`src/rtl/i2c_byte_master.sv`:
```
module i2c_byte_master #(
  parameter int QDIV = 8
) (
  input  logic       clk,
  input  logic       rst_n,
  input  logic       reg_we,
  input  logic [1:0] reg_addr,
  input  logic [7:0] reg_wdata,
  output logic [7:0] reg_rdata,
  input  logic       scl_in,
  input  logic       sda_in,
  output logic       scl_oe,
  output logic       sda_oe
);
  localparam int DW = $clog2(QDIV + 1);

  typedef enum logic [2:0] {S_IDLE, S_START, S_XFER, S_HOLD, S_STOP, S_PARK} st_t;
  typedef enum logic [1:0] {K_ADDR, K_WR, K_RD} kind_t;
  typedef enum logic [1:0] {W_ADDR, W_DATA, W_RX, W_STOP} wait_t;

  logic [7:0] ctrl_q, addr_q, data_q, sh_q;
  logic [6:0] stat_q;
  st_t        state_q;
  kind_t      kind_q;
  wait_t      wait_q;
  logic [1:0] qtr_q;
  logic [3:0] bit_q;
  logic [DW-1:0] div_q;
  logic       esg_q, nak_q, last_q, rd_q;
  logic       fsm_scl, fsm_sda, go_on;

  wire ovr      = ctrl_q[4];
  wire mie      = ctrl_q[3];
  wire fsb      = ctrl_q[1];
  wire esg      = ctrl_q[0];
  wire wr_stat  = reg_we && reg_addr == 2'd1;
  wire tick     = div_q == DW'(QDIV - 1);
  wire esg_rise = esg && !esg_q;
  wire tx_bit   = kind_q != K_RD;

  always_comb begin
    fsm_scl = 1'b0;
    fsm_sda = 1'b0;
    case (state_q)
      S_START: begin fsm_scl = qtr_q == 2'd0 || qtr_q == 2'd3; fsm_sda = qtr_q[1]; end
      S_XFER: begin
        fsm_scl = !qtr_q[1];
        if (bit_q != 4'd8) fsm_sda = tx_bit && !sh_q[7];
        else               fsm_sda = !tx_bit && !last_q;
      end
      S_HOLD:  fsm_scl = 1'b1;
      S_STOP:  begin fsm_scl = !qtr_q[1]; fsm_sda = qtr_q == 2'd1 || qtr_q == 2'd2; end
      default: ;
    endcase
  end

  assign scl_oe = ovr ? !ctrl_q[6] : fsm_scl;
  assign sda_oe = ovr ? !ctrl_q[5] : fsm_sda;

  always_comb begin
    case (reg_addr)
      2'd0:    reg_rdata = ctrl_q;
      2'd1:    reg_rdata = {1'b0, stat_q};
      2'd2:    reg_rdata = addr_q;
      default: reg_rdata = data_q;
    endcase
  end

  always_comb begin
    case (wait_q)
      W_ADDR:  go_on = !stat_q[0];
      W_DATA:  go_on = !stat_q[3];
      W_RX:    go_on = !stat_q[1];
      default: go_on = fsb;
    endcase
  end

  always_ff @(posedge clk) begin
    if (!rst_n) begin
      ctrl_q <= '0; addr_q <= '0; data_q <= '0; sh_q <= '0; stat_q <= '0;
      state_q <= S_IDLE; kind_q <= K_ADDR; wait_q <= W_ADDR;
      qtr_q <= '0; bit_q <= '0; div_q <= '0;
      esg_q <= 1'b0; nak_q <= 1'b0; last_q <= 1'b0; rd_q <= 1'b0;
    end else begin
      esg_q <= esg;
      if (reg_we) begin
        case (reg_addr)
          2'd0:    ctrl_q <= reg_wdata;
          2'd1:    stat_q <= stat_q & reg_wdata[6:0];
          2'd2:    addr_q <= reg_wdata;
          default: data_q <= reg_wdata;
        endcase
      end
      if (!ovr && (state_q == S_START || state_q == S_XFER || state_q == S_STOP))
        div_q <= tick ? '0 : div_q + DW'(1);
      else
        div_q <= '0;

      if (ovr) begin
        state_q <= state_q;
      end else if (!mie) begin
        state_q <= S_IDLE;
      end else begin
        case (state_q)
          S_IDLE: if (esg) begin state_q <= S_START; qtr_q <= '0; end
          S_HOLD: begin
            if (esg_rise) begin
              state_q <= S_START; qtr_q <= '0;
            end else if (go_on) begin
              qtr_q <= '0; bit_q <= '0;
              if (rd_q && wait_q != W_STOP) begin
                state_q <= S_XFER; kind_q <= K_RD; last_q <= fsb;
              end else if (fsb) begin
                state_q <= S_STOP;
              end else begin
                state_q <= S_XFER; kind_q <= K_WR; sh_q <= data_q;
              end
            end
          end
          S_START: if (tick) begin
            qtr_q <= qtr_q + 2'd1;
            if (qtr_q == 2'd3) begin
              state_q <= S_XFER; kind_q <= K_ADDR; sh_q <= addr_q; bit_q <= '0;
            end
          end
          S_STOP: if (tick) begin
            qtr_q <= qtr_q + 2'd1;
            if (qtr_q == 2'd3) begin state_q <= S_PARK; stat_q[4] <= 1'b1; end
          end
          S_XFER: if (tick) begin
            qtr_q <= qtr_q + 2'd1;
            if (qtr_q == 2'd2) begin
              if (bit_q == 4'd8)      nak_q <= sda_in;
              else if (!tx_bit)       sh_q <= {sh_q[6:0], sda_in};
              else if (sh_q[7] && !sda_in) begin state_q <= S_PARK; stat_q[5] <= 1'b1; end
            end
            if (qtr_q == 2'd3) begin
              if (bit_q != 4'd8) begin
                bit_q <= bit_q + 4'd1;
                if (tx_bit) sh_q <= {sh_q[6:0], 1'b0};
              end else if (kind_q == K_RD) begin
                data_q <= sh_q; stat_q[1] <= 1'b1;
                if (last_q) state_q <= S_STOP;
                else begin state_q <= S_HOLD; wait_q <= W_RX; end
              end else begin
                state_q <= S_HOLD;
                if (nak_q) begin
                  stat_q[6] <= 1'b1; wait_q <= W_STOP;
                end else if (kind_q == K_ADDR) begin
                  stat_q[0] <= 1'b1; stat_q[3] <= 1'b1; wait_q <= W_ADDR; rd_q <= addr_q[0];
                end else begin
                  stat_q[3] <= 1'b1; stat_q[2] <= 1'b1; wait_q <= W_DATA;
                end
              end
            end
          end
          default: ;
        endcase
      end
    end
  end

  assert_stat_clear_by_write_R3: assert property (@(posedge clk) disable iff (!rst_n)
    !wr_stat |=> (($past(stat_q) & ~stat_q) == 7'd0));

  assert_sda_moves_scl_low_R4: assert property (@(posedge clk) disable iff (!rst_n)
    (state_q == S_XFER && !ovr && !$past(ovr) && !$stable(sda_oe)) |-> scl_oe);

  assert_stop_releases_R5: assert property (@(posedge clk) disable iff (!rst_n)
    ($rose(stat_q[4]) && !ovr) |-> (!scl_oe && !sda_oe));

  assert_arb_releases_R8: assert property (@(posedge clk) disable iff (!rst_n)
    ($rose(stat_q[5]) && !ovr) |-> (!scl_oe && !sda_oe));

  assert_override_freezes_R9: assert property (@(posedge clk) disable iff (!rst_n)
    (ovr && $past(ovr)) |-> $stable(state_q));
endmodule

```
`config.mk`:
```
export PLATFORM = sky130hd
export DESIGN_NAME = i2c_byte_master
export DESIGN_NICKNAME = d
export VERILOG_FILES = /design/src/rtl/i2c_byte_master.sv
export SDC_FILE = /design/constraint.sdc
export NUM_CORES = 1
export LEC_CHECK = 0
export BUFFER_PORTS_ARGS = -buffer_cell sky130_fd_sc_hd__buf_4
export CAP_MARGIN = 20
export CORE_ASPECT_RATIO = 0.9
export CORE_MARGIN = 2
export CORE_UTILIZATION = 50
export CTS_BUF_LIST = sky130_fd_sc_hd__clkbuf_2
export DETAILED_ROUTE_END_ITERATION = 7
export PLACE_DENSITY = 0.68
export SETUP_SLACK_MARGIN = 0.3
export SLEW_MARGIN = 20
export SYNTH_ARGS = -nofsm -noshare
export SYNTH_HDL_FRONTEND = slang
export SYNTH_SLANG_ARGS = --single-unit
```
`constraint.sdc`:
```
create_clock -name clk -period 2.4 [get_ports clk]
set_clock_uncertainty 0.2 [all_clocks]
set_input_delay 0.6 -clock clk [delete_from_list [all_inputs] [get_ports clk]]
set_output_delay 0.6 -clock clk [all_outputs]
set_load 0.1 [all_outputs]
```
After elaboration in Yosys (flattened, before gate mapping)
Cells that the tools add are included.
{ "word_totals": {"reg_bits": 60, "in_bits": 15, "out_inout_bits": 10, "elab_cells": 212} }
{ "classes": {"add_sub_neg": 3, "n_eq_ne": 39, "mux": 102, "bitwise": 8, "n_reduce_logical": 45} }
{ "ops": {"columns": ["operator", "count"], "rows": [
  ["$mux 8", 22],
  ["$mux 3", 19],
  ["$pmux 8 s3", 2],
  ["$mux 4", 11],
  ["$mux 2", 17],
  ["$mux 7", 4],
  ["$mux 1", 20],
  ["$ne 2x2->1 const B", 10],
  ["$reduce_and 10->1", 2],
  ["$ne 3x3->1 const B", 6],
  ["$reduce_and 6->1", 3],
  ["$reduce_and 9->1", 2],
  ["$pmux 3 s5", 1],
  ["$logic_not 1->1", 12],
  ["$pmux 4 s3", 1],
  ["$eq 2x2->1 const B", 5],
  ["$pmux 1 s3", 3],
  ["$reduce_or 3->1", 3],
  ["$add 4x1->4 const B", 2],
  ["$logic_not 2->1", 4],
  ["$ne 2x1->1 const B", 4],
  ["$ne 4x4->1 const B", 2],
  ["$reduce_and 8->1", 1],
  ["$and 7x7->7", 1],
  ["20 further kinds", 40]
]} }

Depth between registers and ports, before layout
{ "depth": {"depth_word": 12, "depth_mapped": 8, "mapped_depth_nobuf": 7} }

Worst setup path after synthesis
OpenSTA, ideal clock, no wires.
{ "synth_timing": {"path_kind": "flip-flop to output port", "startpoint": "register state_q[1]", "endpoint": "output port scl_oe", "t_arrival_ns": 2.792, "t_required_ns": 1.600, "slack_ns": -1.192, "path_stages_with_launch": 8, "n_path_buf": 3, "path_cell_list": "dfxtp_1 buf_2 clkbuf_1 clkbuf_1 o21ai_0 a21oi_1 nor3_1 a21oi_1"} }
{ "synth_between": {"elab_chain_len": 4, "elab_cells_between_ends": 7, "classes_between": "eq/ne (4); mux (2); reduce/logical (1)"} }
{ "synth_rtl": {"columns": ["element", "line_no", "text"], "rows": [
  ["start, declared", "23", "st_t state_q;"],
  ["start signal, assigned", "100", "state_q <= state_q;"],
  ["$eq 3x2->1 / $eq 3x3->1 (equally long branches)", "44", "case (state_q)"],
  ["$reduce_or 2->1 (no source line)", null, null],
  ["$pmux 1 s3 (*)", "44", null],
  ["$mux 1 (*)", "57", "assign scl_oe = ovr ? !ctrl_q[6] : fsm_scl;"],
  ["end, declared", "12", "output logic scl_oe,"]
]} }
Mark *: on every way between the ends. The rest lies on a longest branch, timed or not.

Worst setup path after layout
{ "layout_timing": {"startpoint": "register bit_q[0]", "endpoint": "output port sda_oe"} }
{ "layout_between": {"elab_chain_len": 4} }
{ "layout_rtl": {"columns": ["element", "line_no", "text"], "rows": [
  ["start, declared", "27", "logic [3:0] bit_q;"],
  ["start signal, assigned", "139", "bit_q <= bit_q + 4'd1;"],
  ["$ne 4x4->1", "48", "if (bit_q != 4'd8) fsm_sda = tx_bit && !sh_q[7];"],
  ["$mux 1", "48", null],
  ["$pmux 1 s3", "44", null],
  ["$mux 1", "58", "assign sda_oe = ovr ? !ctrl_q[5] : fsm_sda;"],
  ["end, declared", "13", "output logic sda_oe"]
]} }
Every way passes these cells.

==> results.md <==
- Status: finished with violations
- Failing checks: setup timing
- Fraction of layout cells with a size suffix above 1: 0.361
- Startpoint class of the critical path: register
- Most frequent cells in the layout: buf_4 (60), nor2_1 (51), dfxtp_1 (35)
- Fmax: 0.356 GHz
- Mapped Avg Cell Area: 8.69 um2
- Setup ws final: -0.409 ns
- HP Class: in -> reg
- Core Area: 6660 um2
- Synth unique cells: 56
- Main synth FF type: dfxtp_1
- Setup repair after global routing missed its margin: true
- Synth top area share: 0.346
- Worst slew pin tran: 0.546 ns
- Total Nets Final: 481
- IO buf count: 23
- Final Util: 0.677
- Design Area, Final: 4500 um2
- Initial antenna violation count: 0
- Initial Util: 0.522
- CTS clk-pin slew, worst paths: 0.20 ns
- Placed instance area: 3940 um2
- Layout area overhead: 29.6%
- EDFF count, synth: 0
- Htree depth: 3
- Yosys top cell by area: dfxtp_1
- Drt pass-1 iters: 5
- Largest net degree at the start of global routing: 29
- Final Hold Viols: 0
- Routed length per instance: 19.3 um
- Hpwl dp: 7.19 mm
- Die area: 7640 um2
- Final setup fails: 6
- Vias in the first global route: 3,163
- Multi-input logic area: 2310 um2
- Number of max-cap violations: 0
- FF-to-FF setup slack: 0.27 ns
- Power Density: 443 nW/um2
- First-pass GRT wire length: 16.4 mm
- CTS tree: done
- Max Used Layer: met4
- Grt ovf: 0
- Met2 WL: 4.92 mm
- Synth Register Bits: 60
- Reg area: 1240 um2
- Die height: 83.1 um
- Leak pwr: 1.72 nW
- Kind of critical path: reg -> out
- Vias: 3,521
- CP Max Fanout: 3
- CTS Hold Bufs: 0
- Clock Sinks: 60
- Rows: 28
- Vias/cell: 6.33
- Routed WL: 10.7 mm
- DRT antenna net count: 0
- Instance count of the mapped netlist: 400
- Num ports: 25
- Relative slew slack: 0.633
- Final Max Tran Viols: 0
- Top post-synthesis cells by area: dfxtp_1 (35%), mux2i_1 (7.8%), nor2_1 (5.6%), mux4_2 (5.2%), a21oi_1 (3.7%)
- CTS root buf: clkbuf_2
- Wire length on met1: 4.70 mm
- Synth async-reset ratio: 0
- Crit path DAT: 2.01 ns
- Synthesized cell area: 3480 um2
- Die W: 91.9 um
- Initial DRC count: 433
- Fill cell count: 540
- Leading cell type in the layout, fill and taps excluded: buf_4
- Routed met3 length: 944 um
- VDD IR max: 0.000338 V
- All-Layer GR Usage: 0.274
- CP endpoint kind: output port
- CTS Buffer Depth: 2
- RD Place Congestion: 0.842
- # DRC: 0
- Yosys warning count: 0
- Total power: 1.99 mW
- CP required: 1.60 ns
- Fin crit share: 1.17
- Tmin final: 2.81 ns
- CTS Buf Count: 9
- Clk_lat worst skew: 0.53 ns
- Syn_nets: 420
- ANT cells: 0
- Sequential area share after synthesis: 0.346
-- flip-flops by register name, indices dropped and copies added, names as in the netlist, 2 cells and up --
register and cells:
state_q 3, div_q 4, stat_q 7, addr_q 8
sh_q 8, data_q 8, bit_q 4, ctrl_q 8
wait_q 2, kind_q 2, qtr_q 2
-- cells by family (layout without fill, tap and decap cells) --
logic type / count (synthesis) / after routing / share of synthesized area
flip-flops: 60 / 60 / 0.346
XOR/XNOR: 3 / 3 / 0.00756
adder cells (fa/ha/maj): 5 / 5 / 0.0180
buffers and inverters: 39 / 103 / 0.0482
AND/OR/NAND/NOR: 136 / 138 / 0.195
multiplexers: 38 / 38 / 0.139
AO/OA/AOI/OAI: 119 / 119 / 0.246
-- path summary, 6_finish.rpt --
check,from,to,cells past startpoint
worst max-delay path,bit_q[0]$_SDFFE_PN0P_,sda_oe,8
worst min register to register,div_q[0]$_SDFF_PP0_,div_q[0]$_SDFF_PP0_,1
worst min-delay path,reg_wdata[4],ctrl_q[4]$_SDFFE_PN0P_,3
worst max register to register,wait_q[0]$_SDFFE_PN0P_,bit_q[1]$_SDFFE_PN0P_,6
-- power by group --
part | total, mW | switching [mW] | internal (mW) | leakage [nW]
Combinational | 0.218 | 0.128 | 0.0907 | 1.15
Sequential | 1.02 | 0.0143 | 1.01 | 0.498
Clock | 0.751 | 0.403 | 0.348 | 0.0796
-- Yosys cell counts (4+ instances only) --
master	count
o21ai_0	25
nand2_1	22
inv_1	12
a21oi_1	26
nor3_1	5
buf_2	5
a22o_1	8
a211oi_1	9
mux4_2	8
a311oi_2	7
ha_1	5
dfxtp_1	60
nand3b_1	4
o21a_1	4
a22oi_1	7
a31oi_1	7
a21o_1	7
nand3_1	14
nor2b_1	4
mux2i_1	27
clkbuf_1	17
nand4_1	9
nand2b_1	5
nor2_1	52
-- per-stage QoR --
stage                     setup WS [ns]  std cells  TNS [ns]  hold slack, ns
final                            -0.409        556    -0.847           0.123
after global routing             -0.473        556     -1.26           0.101
after CTS                        -0.418        544    -0.915           0.109
after detailed placement        -0.0967        519   -0.0967           0.269
after global placement          -0.0737        519   -0.0737           0.231
after floorplan                  0.0388        400         0           0.218
-- cell type report --
type / count / share of cell area
well taps: 90 / 0.0250
multi-input cells: 303 / 0.512
inverters: 13 / 0.0108
clock buffers: 11 / 0.0122
flip-flops and latches: 60 / 0.275
clock inverters: 5 / 0.0169
repair buffers: 74 / 0.147
-- per-layer routing --
metal	global-route usage	vias to the layer above
li1	-	1616
met1	0.390	1693
met2	0.412	191
met3	0.0681	21
met4	0.0787	0
met5	0	-
-- worst max-delay path, stage by stage (launching register included) --
cell and delay (ns):
dfxtp_2 0.36, inv_2 0.06, ha_4 0.14, and3b_2 0.20
nor3_2 0.04, o21ai_1 0.14, a21oi_1 0.09, o31a_4 0.29
buf_12 0.17
-- what timing repair did --
| item | CTS | global route |
|---|---|---|
| setup endpoints to repair | 34 | 41 |
| resized for setup | 53 | 27 |
| pin swaps | 15 | 12 |
| setup buffers | 9 | 10 |
| cloned | 0 | 2 |
(Power assumes the default switching activity.)
